==> src/rtl/cars_pkg.sv <==
package cars_pkg;

  typedef enum logic [2:0] {
    ST_IDLE     = 3'd0,
    ST_COARSE   = 3'd1,
    ST_HANDOFF  = 3'd2,
    ST_FINE_ACQ = 3'd3,
    ST_TRACK    = 3'd4,
    ST_REACQ    = 3'd5
  } cars_state_e;

endpackage

==> src/rtl/cars_rst_sync.sv <==
module cars_rst_sync (
  input  logic clk,
  input  logic rst_n,
  output logic rst_sync_n
);

  logic meta_q;
  logic sync_q;

  always_ff @(posedge clk or negedge rst_n) begin
    if (!rst_n) begin
      meta_q <= 1'b0;
      sync_q <= 1'b0;
    end else begin
      meta_q <= 1'b1;
      sync_q <= meta_q;
    end
  end

  assign rst_sync_n = sync_q;

endmodule

==> src/rtl/cars_lock_monitor.sv <==
module cars_lock_monitor #(
  parameter int PH_W        = 16,
  parameter int TO_W        = 16,
  parameter int LOCK_N      = 32,
  parameter int DEF_TIMEOUT = 200
) (
  input  logic            clk,
  input  logic            rst_n,
  input  logic            active_i,
  input  logic            sym_stb_i,
  input  logic [PH_W-1:0] phase_err_i,
  input  logic [PH_W-1:0] thr_i,
  input  logic [TO_W-1:0] timeout_i,
  output logic            lock_hit_o,
  output logic            timeout_hit_o
);

  localparam int GC_W = $clog2(LOCK_N + 1);

  logic [GC_W-1:0] good_q, good_d;
  logic [TO_W-1:0] sym_q, sym_d;
  logic [PH_W-1:0] err_mag;
  logic            good_sym;
  logic [TO_W-1:0] eff_to;
  logic [TO_W:0]   sym_inc;
  logic            stb_act;

  // magnitude of two's complement error; most negative code maps to 2^(PH_W-1)
  assign err_mag  = phase_err_i[PH_W-1] ? (~phase_err_i + PH_W'(1)) : phase_err_i;
  assign good_sym = (err_mag < thr_i);
  assign eff_to   = (timeout_i == '0) ? TO_W'(DEF_TIMEOUT) : timeout_i;
  assign sym_inc  = {1'b0, sym_q} + (TO_W+1)'(1);
  assign stb_act  = active_i && sym_stb_i;

  assign lock_hit_o    = stb_act && good_sym && (good_q == GC_W'(LOCK_N - 1));
  assign timeout_hit_o = stb_act && (sym_inc >= {1'b0, eff_to});

  always_comb begin
    good_d = good_q;
    sym_d  = sym_q;
    if (!active_i || lock_hit_o || timeout_hit_o) begin
      good_d = '0;
      sym_d  = '0;
    end else if (sym_stb_i) begin
      good_d = good_sym ? (good_q + GC_W'(1)) : '0;
      sym_d  = sym_inc[TO_W-1:0];
    end
  end

  always_ff @(posedge clk or negedge rst_n) begin
    if (!rst_n) begin
      good_q <= '0;
      sym_q  <= '0;
    end else begin
      good_q <= good_d;
      sym_q  <= sym_d;
    end
  end

  // the good-symbol run never reaches the lock length while held
  a_r5_good_bound: assert property (@(posedge clk) disable iff (!rst_n)
    good_q < GC_W'(LOCK_N));

  // a symbol at or above threshold restarts the run
  a_r5_bad_restarts: assert property (@(posedge clk) disable iff (!rst_n)
    (active_i && sym_stb_i && !good_sym) |=> (good_q == '0));

endmodule

==> src/rtl/cars_slip_detect.sv <==
module cars_slip_detect #(
  parameter int INT_W  = 20,
  parameter int PI_LSB = 32768
) (
  input  logic             clk,
  input  logic             rst_n,
  input  logic             sample_i,
  input  logic             check_i,
  input  logic [INT_W-1:0] loop_int_i,
  output logic             slip_hit_o
);

  logic [INT_W-1:0] prev_q;
  logic [INT_W:0]   diff;
  logic [INT_W:0]   diff_mag;

  assign diff     = {loop_int_i[INT_W-1], loop_int_i} - {prev_q[INT_W-1], prev_q};
  assign diff_mag = diff[INT_W] ? (~diff + (INT_W+1)'(1)) : diff;

  assign slip_hit_o = sample_i && check_i && (diff_mag > (INT_W+1)'(PI_LSB));

  always_ff @(posedge clk or negedge rst_n) begin
    if (!rst_n) begin
      prev_q <= '0;
    end else if (sample_i) begin
      prev_q <= loop_int_i;
    end
  end

  // the reference sample follows the integrator at every sampled symbol
  a_r8_prev_follows: assert property (@(posedge clk) disable iff (!rst_n)
    sample_i |=> (prev_q == $past(loop_int_i)));

endmodule

==> src/rtl/cars_sat_counter.sv <==
module cars_sat_counter #(
  parameter int W        = 16,
  parameter bit SATURATE = 1'b1
) (
  input  logic         clk,
  input  logic         rst_n,
  input  logic         inc_i,
  output logic [W-1:0] cnt_o
);

  logic [W-1:0] cnt_q, cnt_d;
  logic         at_max;

  generate
    if (SATURATE) begin : g_sat
      assign at_max = &cnt_q;
      assign cnt_d  = (inc_i && !at_max) ? (cnt_q + W'(1)) : cnt_q;
    end else begin : g_wrap
      assign at_max = 1'b0;
      assign cnt_d  = inc_i ? (cnt_q + W'(1)) : cnt_q;
    end
  endgenerate

  always_ff @(posedge clk or negedge rst_n) begin
    if (!rst_n) begin
      cnt_q <= '0;
    end else begin
      cnt_q <= cnt_d;
    end
  end

  assign cnt_o = cnt_q;

  // the count only ever moves up by one
  a_r9_unit_step: assert property (@(posedge clk) disable iff (!rst_n)
    (cnt_q != $past(cnt_q)) |-> (cnt_q == $past(cnt_q) + W'(1)));

  // all-ones is sticky when saturating
  a_r9_hold_max: assert property (@(posedge clk) disable iff (!rst_n)
    (SATURATE && ($past(cnt_q) == {W{1'b1}})) |-> (cnt_q == {W{1'b1}}));

endmodule

==> src/rtl/carrier_acq_supervisor.sv <==
module carrier_acq_supervisor
  import cars_pkg::*;
#(
  parameter int INT_W       = 20,
  parameter int PH_W        = 16,
  parameter int TO_W        = 16,
  parameter int CNT_W       = 16,
  parameter int LOCK_N      = 32,
  parameter int DEF_TIMEOUT = 200,
  parameter int PI_LSB      = 32768
) (
  input  logic             clk,
  input  logic             rst_n,
  input  logic             start_i,
  input  logic             sym_stb_i,
  input  logic             coarse_done_i,
  input  logic [INT_W-1:0] coarse_est_i,
  input  logic [INT_W-1:0] loop_int_i,
  input  logic [PH_W-1:0]  phase_err_i,
  input  logic [PH_W-1:0]  lock_thr_i,
  input  logic [TO_W-1:0]  lock_timeout_i,
  output logic             coarse_en_o,
  output logic             fine_load_o,
  output logic [INT_W-1:0] fine_load_val_o,
  output logic             fine_en_o,
  output logic             locked_o,
  output logic             slip_o,
  output logic [CNT_W-1:0] slip_cnt_o
);

  logic             rst_s_n;
  cars_state_e      st_q, st_d;
  logic [INT_W-1:0] est_q;
  logic             est_en;
  logic             cnt_inc;
  logic             lock_hit;
  logic             timeout_hit;
  logic             slip_hit;
  logic             in_fine;
  logic             in_track;

  cars_rst_sync u_rst_sync (
    .clk        (clk),
    .rst_n      (rst_n),
    .rst_sync_n (rst_s_n)
  );

  assign in_fine  = (st_q == ST_FINE_ACQ);
  assign in_track = (st_q == ST_TRACK);

  cars_lock_monitor #(
    .PH_W        (PH_W),
    .TO_W        (TO_W),
    .LOCK_N      (LOCK_N),
    .DEF_TIMEOUT (DEF_TIMEOUT)
  ) u_lock_mon (
    .clk           (clk),
    .rst_n         (rst_s_n),
    .active_i      (in_fine),
    .sym_stb_i     (sym_stb_i),
    .phase_err_i   (phase_err_i),
    .thr_i         (lock_thr_i),
    .timeout_i     (lock_timeout_i),
    .lock_hit_o    (lock_hit),
    .timeout_hit_o (timeout_hit)
  );

  cars_slip_detect #(
    .INT_W  (INT_W),
    .PI_LSB (PI_LSB)
  ) u_slip_det (
    .clk        (clk),
    .rst_n      (rst_s_n),
    .sample_i   (sym_stb_i && (in_fine || in_track)),
    .check_i    (in_track),
    .loop_int_i (loop_int_i),
    .slip_hit_o (slip_hit)
  );

  cars_sat_counter #(
    .W        (CNT_W),
    .SATURATE (1'b1)
  ) u_slip_cnt (
    .clk   (clk),
    .rst_n (rst_s_n),
    .inc_i (cnt_inc),
    .cnt_o (slip_cnt_o)
  );

  // next-state decode
  always_comb begin
    st_d    = st_q;
    est_en  = 1'b0;
    cnt_inc = 1'b0;
    case (st_q)
      ST_IDLE: begin
        if (start_i) st_d = ST_COARSE;
      end
      ST_COARSE: begin
        if (coarse_done_i) begin
          est_en = 1'b1;
          st_d   = ST_HANDOFF;
        end
      end
      ST_HANDOFF: begin
        st_d = ST_FINE_ACQ;
      end
      ST_FINE_ACQ: begin
        if (lock_hit)         st_d = ST_TRACK;
        else if (timeout_hit) st_d = ST_COARSE;
      end
      ST_TRACK: begin
        if (slip_hit) begin
          st_d    = ST_REACQ;
          cnt_inc = 1'b1;
        end
      end
      ST_REACQ: begin
        st_d = ST_COARSE;
      end
      default: begin
        st_d = ST_IDLE;
      end
    endcase
  end

  always_ff @(posedge clk or negedge rst_s_n) begin
    if (!rst_s_n) begin
      st_q <= ST_IDLE;
    end else begin
      st_q <= st_d;
    end
  end

  always_ff @(posedge clk or negedge rst_s_n) begin
    if (!rst_s_n) begin
      est_q <= '0;
    end else if (est_en) begin
      est_q <= coarse_est_i;
    end
  end

  assign coarse_en_o     = (st_q == ST_COARSE);
  assign fine_load_o     = (st_q == ST_HANDOFF);
  assign fine_load_val_o = est_q;
  assign fine_en_o       = in_fine || in_track;
  assign locked_o        = in_track;
  assign slip_o          = (st_q == ST_REACQ);

  // the load strobe lasts one cycle and hands over to the fine loop
  a_r3_load_single: assert property (@(posedge clk) disable iff (!rst_s_n)
    fine_load_o |=> (!fine_load_o && fine_en_o));

  // a load is only reached from coarse acquisition
  a_r3_load_after_coarse: assert property (@(posedge clk) disable iff (!rst_s_n)
    $rose(fine_load_o) |-> $past(coarse_en_o));

  // the sequencing outputs never overlap
  a_r4_exclusive: assert property (@(posedge clk) disable iff (!rst_s_n)
    $onehot0({coarse_en_o, fine_load_o, fine_en_o, slip_o}));

  // lock is only declared out of fine acquisition on a symbol
  a_r5_lock_entry: assert property (@(posedge clk) disable iff (!rst_s_n)
    $rose(locked_o) |-> ($past(fine_en_o) && $past(sym_stb_i)));

  // a slip comes only out of lock on a symbol and clears lock
  a_r8_slip_from_lock: assert property (@(posedge clk) disable iff (!rst_s_n)
    slip_o |-> (!locked_o && $past(locked_o) && $past(sym_stb_i)));

  // after the slip pulse coarse acquisition restarts
  a_r8_slip_reacquire: assert property (@(posedge clk) disable iff (!rst_s_n)
    slip_o |=> coarse_en_o);

endmodule

==> config.mk <==
export PLATFORM = sky130hd
export DESIGN_NAME = carrier_acq_supervisor
export DESIGN_NICKNAME = d
export VERILOG_FILES = /design/src/rtl/cars_pkg.sv /design/src/rtl/cars_rst_sync.sv /design/src/rtl/cars_lock_monitor.sv /design/src/rtl/cars_slip_detect.sv /design/src/rtl/cars_sat_counter.sv /design/src/rtl/carrier_acq_supervisor.sv
export SDC_FILE = /design/constraint.sdc
export NUM_CORES = 1
export LEC_CHECK = 0
export ABC_AREA = 1
export BUFFER_PORTS_ARGS = -buffer_cell sky130_fd_sc_hd__buf_2
export CORE_MARGIN = 3
export CORE_UTILIZATION = 55
export DETAILED_ROUTE_END_ITERATION = 10
export PLACE_DENSITY = 0.85
export SYNTH_ARGS = -nofsm -noshare
export SYNTH_HDL_FRONTEND = slang
export SYNTH_SLANG_ARGS = --single-unit
==> constraint.sdc <==
create_clock -name clk -period 5.16 [get_ports clk]
set_input_delay 0.258 -clock clk [delete_from_list [all_inputs] [get_ports clk]]
set_output_delay 0.258 -clock clk [all_outputs]
set_load 0.005 [all_outputs]
# After elaboration in Yosys (flattened, before gate mapping)
# Index checks and enable logic that the tools add are counted.
[word_totals]
register_bits = 83
input_bits = 93
output_inout_bits = 41
elab_cells = 65
[classes]
addsub = 6
magnitude_cmp = 3
n_eq_ne = 10
n_mux = 18
bitwise = 2
n_reduce_logical = 18
[op_table]
columns = ["cell", "count"]
rows = [
  ["$mux W16", 4],
  ["$add A16 B1 Y16 const B", 2],
  ["$add A21 B1 Y21 const B", 1],
  ["$gt A21 B16 Y1 const B", 1],
  ["$mux W21", 1],
  ["$not A21 Y21", 1],
  ["$sub A20 B20 Y21", 1],
  ["$mux W6", 3],
  ["$pmux W3 S6", 1],
  ["$add A16 B1 Y17 const B", 1],
  ["$ge A17 B16 Y1", 1],
  ["$logic_not A16 Y1", 1],
  ["$lt A16 B16 Y1", 1],
  ["$not A16 Y16", 1],
  ["$reduce_and A16 Y1", 1],
  ["$mux W3", 5],
  ["$logic_and A1 B1 Y1", 8],
  ["$add A6 B1 Y6 const B", 1],
  ["$eq A3 B2 Y1 const B", 2],
  ["$eq A3 B3 Y1 const B", 2],
  ["$eq A6 B5 Y1 const B", 1],
  ["$ne A2 B2 Y1 const B", 3],
  ["$mux W1", 4],
  ["$reduce_and A4 Y1", 1],
  ["6 further kinds", 9],
]

# Depth between registers and ports, before layout
[logic_depth]
ltp_word = 9
ltp_mapped = 27
mapped_depth_nobuf = 27

# By module
# From an unflattened synthesis, not the netlist that was laid out.
[unflattened]
cells_unflattened = 1173
hier_area_um2 = 7641.1
[modules_own_cells]
columns = ["module", "instances", "cells_each", "area_each_um2", "seq_area_each_um2"]
rows = [
  ["cars_slip_detect", 1, 489, 2817.7, 500.5],
  ["cars_lock_monitor", 1, 389, 2645.0, 550.5],
  ["carrier_acq_supervisor", 1, 134, 1072.3, 575.6],
  ["cars_sat_counter", 1, 158, 1052.3, 400.4],
  ["cars_rst_sync", 1, 3, 53.8, 50.0],
]

# Worst setup path after synthesis
# Ideal clock, no wire load.
[synth_timing]
kind = "flip-flop to flip-flop"
start = "reg u_lock_mon.sym_q[0]"
end = "reg st_q[0]"
setup_ns = 0.117
t_arrival_ns = 3.073
required_ns = 5.043
slack_ns = 1.970
stages_incl_launch_ff = 19
n_path_buf = 0
period_less_slack_ns = 3.190
path_cell_list = "dfrtp_1 -> ha_1 -> nand3_1 -> nor3_1 -> nand3_1 -> nor4_1 -> xor2_1 -> ha_1 -> nand2_1 -> o21ai_0 -> a21oi_1 -> or2_2 -> a21boi_0 -> nand3b_1 -> nand2_2 -> a22oi_1 -> nand2_1 -> nand2_1 -> nand2_1"
[synth_via]
elab_chain_cells = 5
[synth_rtl]
columns = ["item", "line", "text"]
rows = [
  ["from (decl)", "cars_lock_monitor.sv:21", "logic [TO_W-1:0] sym_q, sym_d;"],
  ["from (signal assigned)", "cars_lock_monitor.sv:56", "sym_q <= sym_d;"],
  ["$add A16 B1 Y17", "cars_lock_monitor.sv:32", "assign sym_inc = {1'b0, sym_q} + (TO_W+1)'(1);"],
  ["$ge A17 B16 Y1", "cars_lock_monitor.sv:36", "assign timeout_hit_o = stb_act && (sym_inc >= {1'b0, eff_to});"],
  ["$logic_and A1 B1 Y1", "cars_lock_monitor.sv:36", ""],
  ["$ne A3 B1 Y1 (no source line)", "--", ""],
  ["$reduce_and A4 Y1 (no source line)", "--", ""],
  ["to (signal assigned)", "carrier_acq_supervisor.sv:131", "st_q <= st_d;"],
  ["to (decl)", "carrier_acq_supervisor.sv:32", "cars_state_e st_q, st_d;"],
]
# Every way passes these cells.
# A chain may end at the register's enable or synchronous reset.

# Final worst setup path
# Ends and elaborated chain as after synthesis.

==> implementation parameters <==
Parameter                              Value

Yosys
  Per-instance average area after synthesis    7.15 µm²
  Number of flops mapped to enable cells by yosys    0
  Post-synth top area share    between 20% and 30%
  Fraction of registers with async set or reset after synthesis    100%
  Cell count after synthesis    roughly 1000
  Count of cell types in the netlist    slightly below 50
  Top_reg_cell synth    dfrtp_1
  Seq/Total Area, Yosys    between 20 and 30%
  Syn Std Cell Area    between 0.007 and 0.008 mm²
  Yosys reg bits    83
  Cell types occupying the most area after synthesis    dfrtp_1 29%, nand2_1 12%, ha_1 9.7%
  Synthesis warning total    0
  Synth area leader    dfrtp_1
  Post-Syn Nets    between 1000 and 1500

Global routing
  Largest net degree at the start of global routing    82
  Remaining global-route overflow    0
  First-pass GRT wire length    approximately 29 mm
  Global Route Usage Sum    23.7%
  Antenna violations before repair    0
  Via count of the first global-routing pass    roughly 6700

Finish
  Area of the multi-input gates    0.00440 mm²
  Number of filler instances in the final layout    roughly 1200
  Final Net Count    1290
  Sequential cell area    0.00208 mm²
  Area added between synthesis and finish    15.3%
  Final cell count without fillers    1317
  Final cell utilization of the core    between 60 and 70%
  Share of cells above drive strength 1    23.5%
  Number of diodes    0
  Final design area excluding fillers    0.00832 mm²

Routing
  Number of vias per cell    approximately 5.2
  Number of nets with antenna violations after detailed routing    0
  Number of search-and-repair iterations in the first detailed-routing pass    5
  Detailed Route Iter0 Violations    ~470
  Via count of the routed design    6803
  Average wire length per cell after detail routing    approximately 12 µm
  Detailed-route wire length    16.4 mm
  Remaining design rule violation count    0

Worst setup path
  Data arrival time of the critical path    between 3 and 4 ns
  Type of the worst setup path    register to register
  Cell mode on critical path    nand2_1
  Count of buffering cells on the critical path with inverters included    0
  Delay of the slowest cell on the worst path    approximately 0.41 ns
  Largest fanout of any net on the critical path    9
  Category of the worst setup path capture point    register
  CP Launch Type    register
  Kind of cell with the highest combined delay on the critical path    simple AND/OR/NAND/NOR gates
  Critical path data required time    ~5.4 ns
  Reg-to-reg setup timing slack    about 1.5 ns
  Critical path, cell by cell    ha_1 -> nand3_1 -> nor3_1 -> nand3_1 -> nor4_1 -> xor2_1 -> ha_1 -> nand2_1 -> o21ai_0 -> a21oi_1 -> or2_2 -> a21boi_0 -> nand3b_1 -> nand2_2 -> a22oi_1 -> nand2_1 -> nand2_1 -> nand2_1
  Critical-path cell with the highest stage delay    dfrtp_1

Job
  Total of max-cap violations    0

Floorplan
  Die Outline Area    roughly 0.015 mm²
  Boundary pin count    134
  Core outline area    around 0.013 mm²
  Die Height    around 120 µm
  Rows    a little over 40
  Initial Util    between 50% and 60%
  Chip Width    121 µm

Timing
  Final worst slack    1.55 ns
  Clock period minus worst slack    around 3.6 ns
  Maximum clock frequency    roughly 280 MHz
  Worst-margin pin slew    1.04 ns
  Number of setup violations in the final report    0
  Slew margin rel.    30.7%
  Final count of pins violating max slew    0
  Final Hold Fails    0
  Setup repair after global routing missed its margin    no
  Post-route clock period utilization    between 70% and 80%
  Worst hold margin    around 0.13 ns
  Clock Skew    slightly above 0.01 ns
  Sum of negative setup slack    0 ns

Placed design
  Routability cong.    approximately 0.94
  I/O Buffers    between 100 and 150
  Post-Place Setup Slack    ~1.5 ns
  Total placed cells including tap cells    1300
  Post-DP HPWL    between 10 and 15 mm
  Post-Place Cell Area    0.00801 mm²

Clock tree
  Clock tree from TritonCTS    done
  CTS Buf Count    9
  H-tree depth    3
  Register clock-pin slew on the reported worst setup and hold paths    approximately 0.070 ns
  Post_cts resized    0
  Clock root buffer    clkbuf_16
  Maximum number of buffers from clock root to sink    2
  Insertion delay to the later sink of the worst-skew pair    between 0.3 and 0.4 ns
  Clock Sinks    a little over 80

Power
  Maximum VDD drop    around 0.25 mV
  Overall power after layout    roughly 3.6 mW
  Pwr Density    438 mW/mm²
  Leakage power    between 4 and 5 nW

Hold path
  Hold/Removal Path Class    primary input to register

Outcome
  Result of the run    finished, final reports clean
[state kept, by name (all words and copies together) (netlist names)]
register               count
fine_load_val_o           20
u_slip_cnt.cnt_o          16
st_q                       3
u_rst_sync.meta_q          1
u_rst_sync.rst_sync_n      1
u_slip_det.prev_q         20
u_lock_mon.good_q          6
u_lock_mon.sym_q          16
[synth_stat cells, types with 2 or more instances]
cell type / count
dfrtp_1: 83
nor4_1: 6
o21bai_1: 3
buf_8: 2
o31ai_1: 2
nand2_2: 34
o21ai_0: 34
mux2_2: 20
a21o_1: 2
inv_2: 16
inv_1: 153
nor2_2: 6
ha_1: 56
nand3_2: 11
xor2_1: 32
xnor2_1: 20
nand3_1: 70
o21ai_2: 15
nand4_1: 17
nand2_1: 236
buf_6: 3
a21boi_0: 2
nor2_4: 2
nor3_1: 14
a21oi_2: 5
o21ai_1: 2
o22ai_1: 2
nor2_1: 82
nand2_4: 2
nand3b_1: 3
o211ai_1: 2
clkbuf_1: 12
a22oi_1: 2
a21oi_1: 44
[kinds of logic after synthesis]
logic type	Yosys count	synth area share, %
muxes	20	3.12
buffers and inverters	187	10.3
DFF	83	28.8
other	1	0.0519
AOI/OAI and AO/OA	120	10.2
xor gates and xnor gates	53	6.53
and+or+nand+nor	489	31.0
adders and majority gates	57	9.98
[final cells by class]
cell class / count / share of cell area (%)
Clock buffer: 9 / 2.71
Sequential cell: 83 / 25.0
Inverter: 170 / 7.67
Clock inverter: 7 / 0.917
Tap cell: 172 / 2.59
Timing Repair Buffer: 136 / 8.30
Multi-Input combinational cell: 740 / 52.8
[worst paths after layout]
check,depth (start not counted),start,endpoint
min in group asynchronous,2,rst_n,u_rst_sync.meta_q$_DFF_PN0_
max in group asynchronous,0,u_rst_sync.rst_sync_n$_DFF_PN0_,u_slip_det.prev_q[1]$_DFFE_PN0P_
worst min-delay path,2,coarse_est_i[15],fine_load_val_o[15]$_DFFE_PN0P_
worst max register to register,18,u_lock_mon.sym_q[0]$_DFFE_PN0P_,st_q[0]$_DFFE_PN0P_
worst max-delay path,18,u_lock_mon.sym_q[0]$_DFFE_PN0P_,st_q[0]$_DFFE_PN0P_
worst min register to register,0,u_rst_sync.meta_q$_DFF_PN0_,u_rst_sync.rst_sync_n$_DFF_PN0_
[routing by layer]
layer	wire length (µm)	share of wire, %	global-route usage [%]	vias up
li1	-	-	-	3492
met1	6880	42	28.7	3114
met2	8490	52	43.1	155
met3	573	3.5	2.81	42
met4	436	2.7	8.43	0
met5	0	0	0	-
[layout by cell type (no fill, tap or decap), drive strengths merged, types with 3 or more instances in the layout]
cell type	synthesis	layout
a21oi	50	50
inv	169	174
nand4	17	17
nand3	82	82
xnor2	20	20
clkbuf	12	9
nand2	272	272
buf	5	135
mux2	20	20
nand3b	3	3
nor4	6	6
xor2	33	33
ha	56	56
clkinv	1	3
nor2	90	90
o21bai	4	4
nor3	14	14
dfrtp	83	83
o21ai	51	51
a21boi	3	3
[timing repair]
| action | 4_1_cts | 5_1_grt |
|---|---|---|
| buffers inserted | 0 | 0 |
| hold buffers | 1 | 0 |
| hold endpoints to repair | 2 | 0 |
[worst reg2reg max path, cell delays in order, from the launching register on]
cell      delay, ns
dfrtp_1        0.41
ha_1           0.20
nand3_1        0.15
nor3_1         0.27
nand3_1        0.16
nor4_1         0.37
xor2_1         0.17
ha_1           0.35
nand2_1        0.05
o21ai_0        0.17
a21oi_1        0.06
or2_2          0.27
a21boi_0       0.13
nand3b_1       0.16
nand2_2        0.13
a22oi_1        0.27
nand2_1        0.09
nand2_1        0.06
nand2_1        0.04
[report_power, final]
group          internal (mW)  total, mW  switching, mW
logic                  0.788       2.08           1.29
clock network          0.345      0.662          0.317
registers              0.815      0.903         0.0886
total                   1.95       3.64           1.69
No activity file was read; power rests on OpenSTA's default activity.
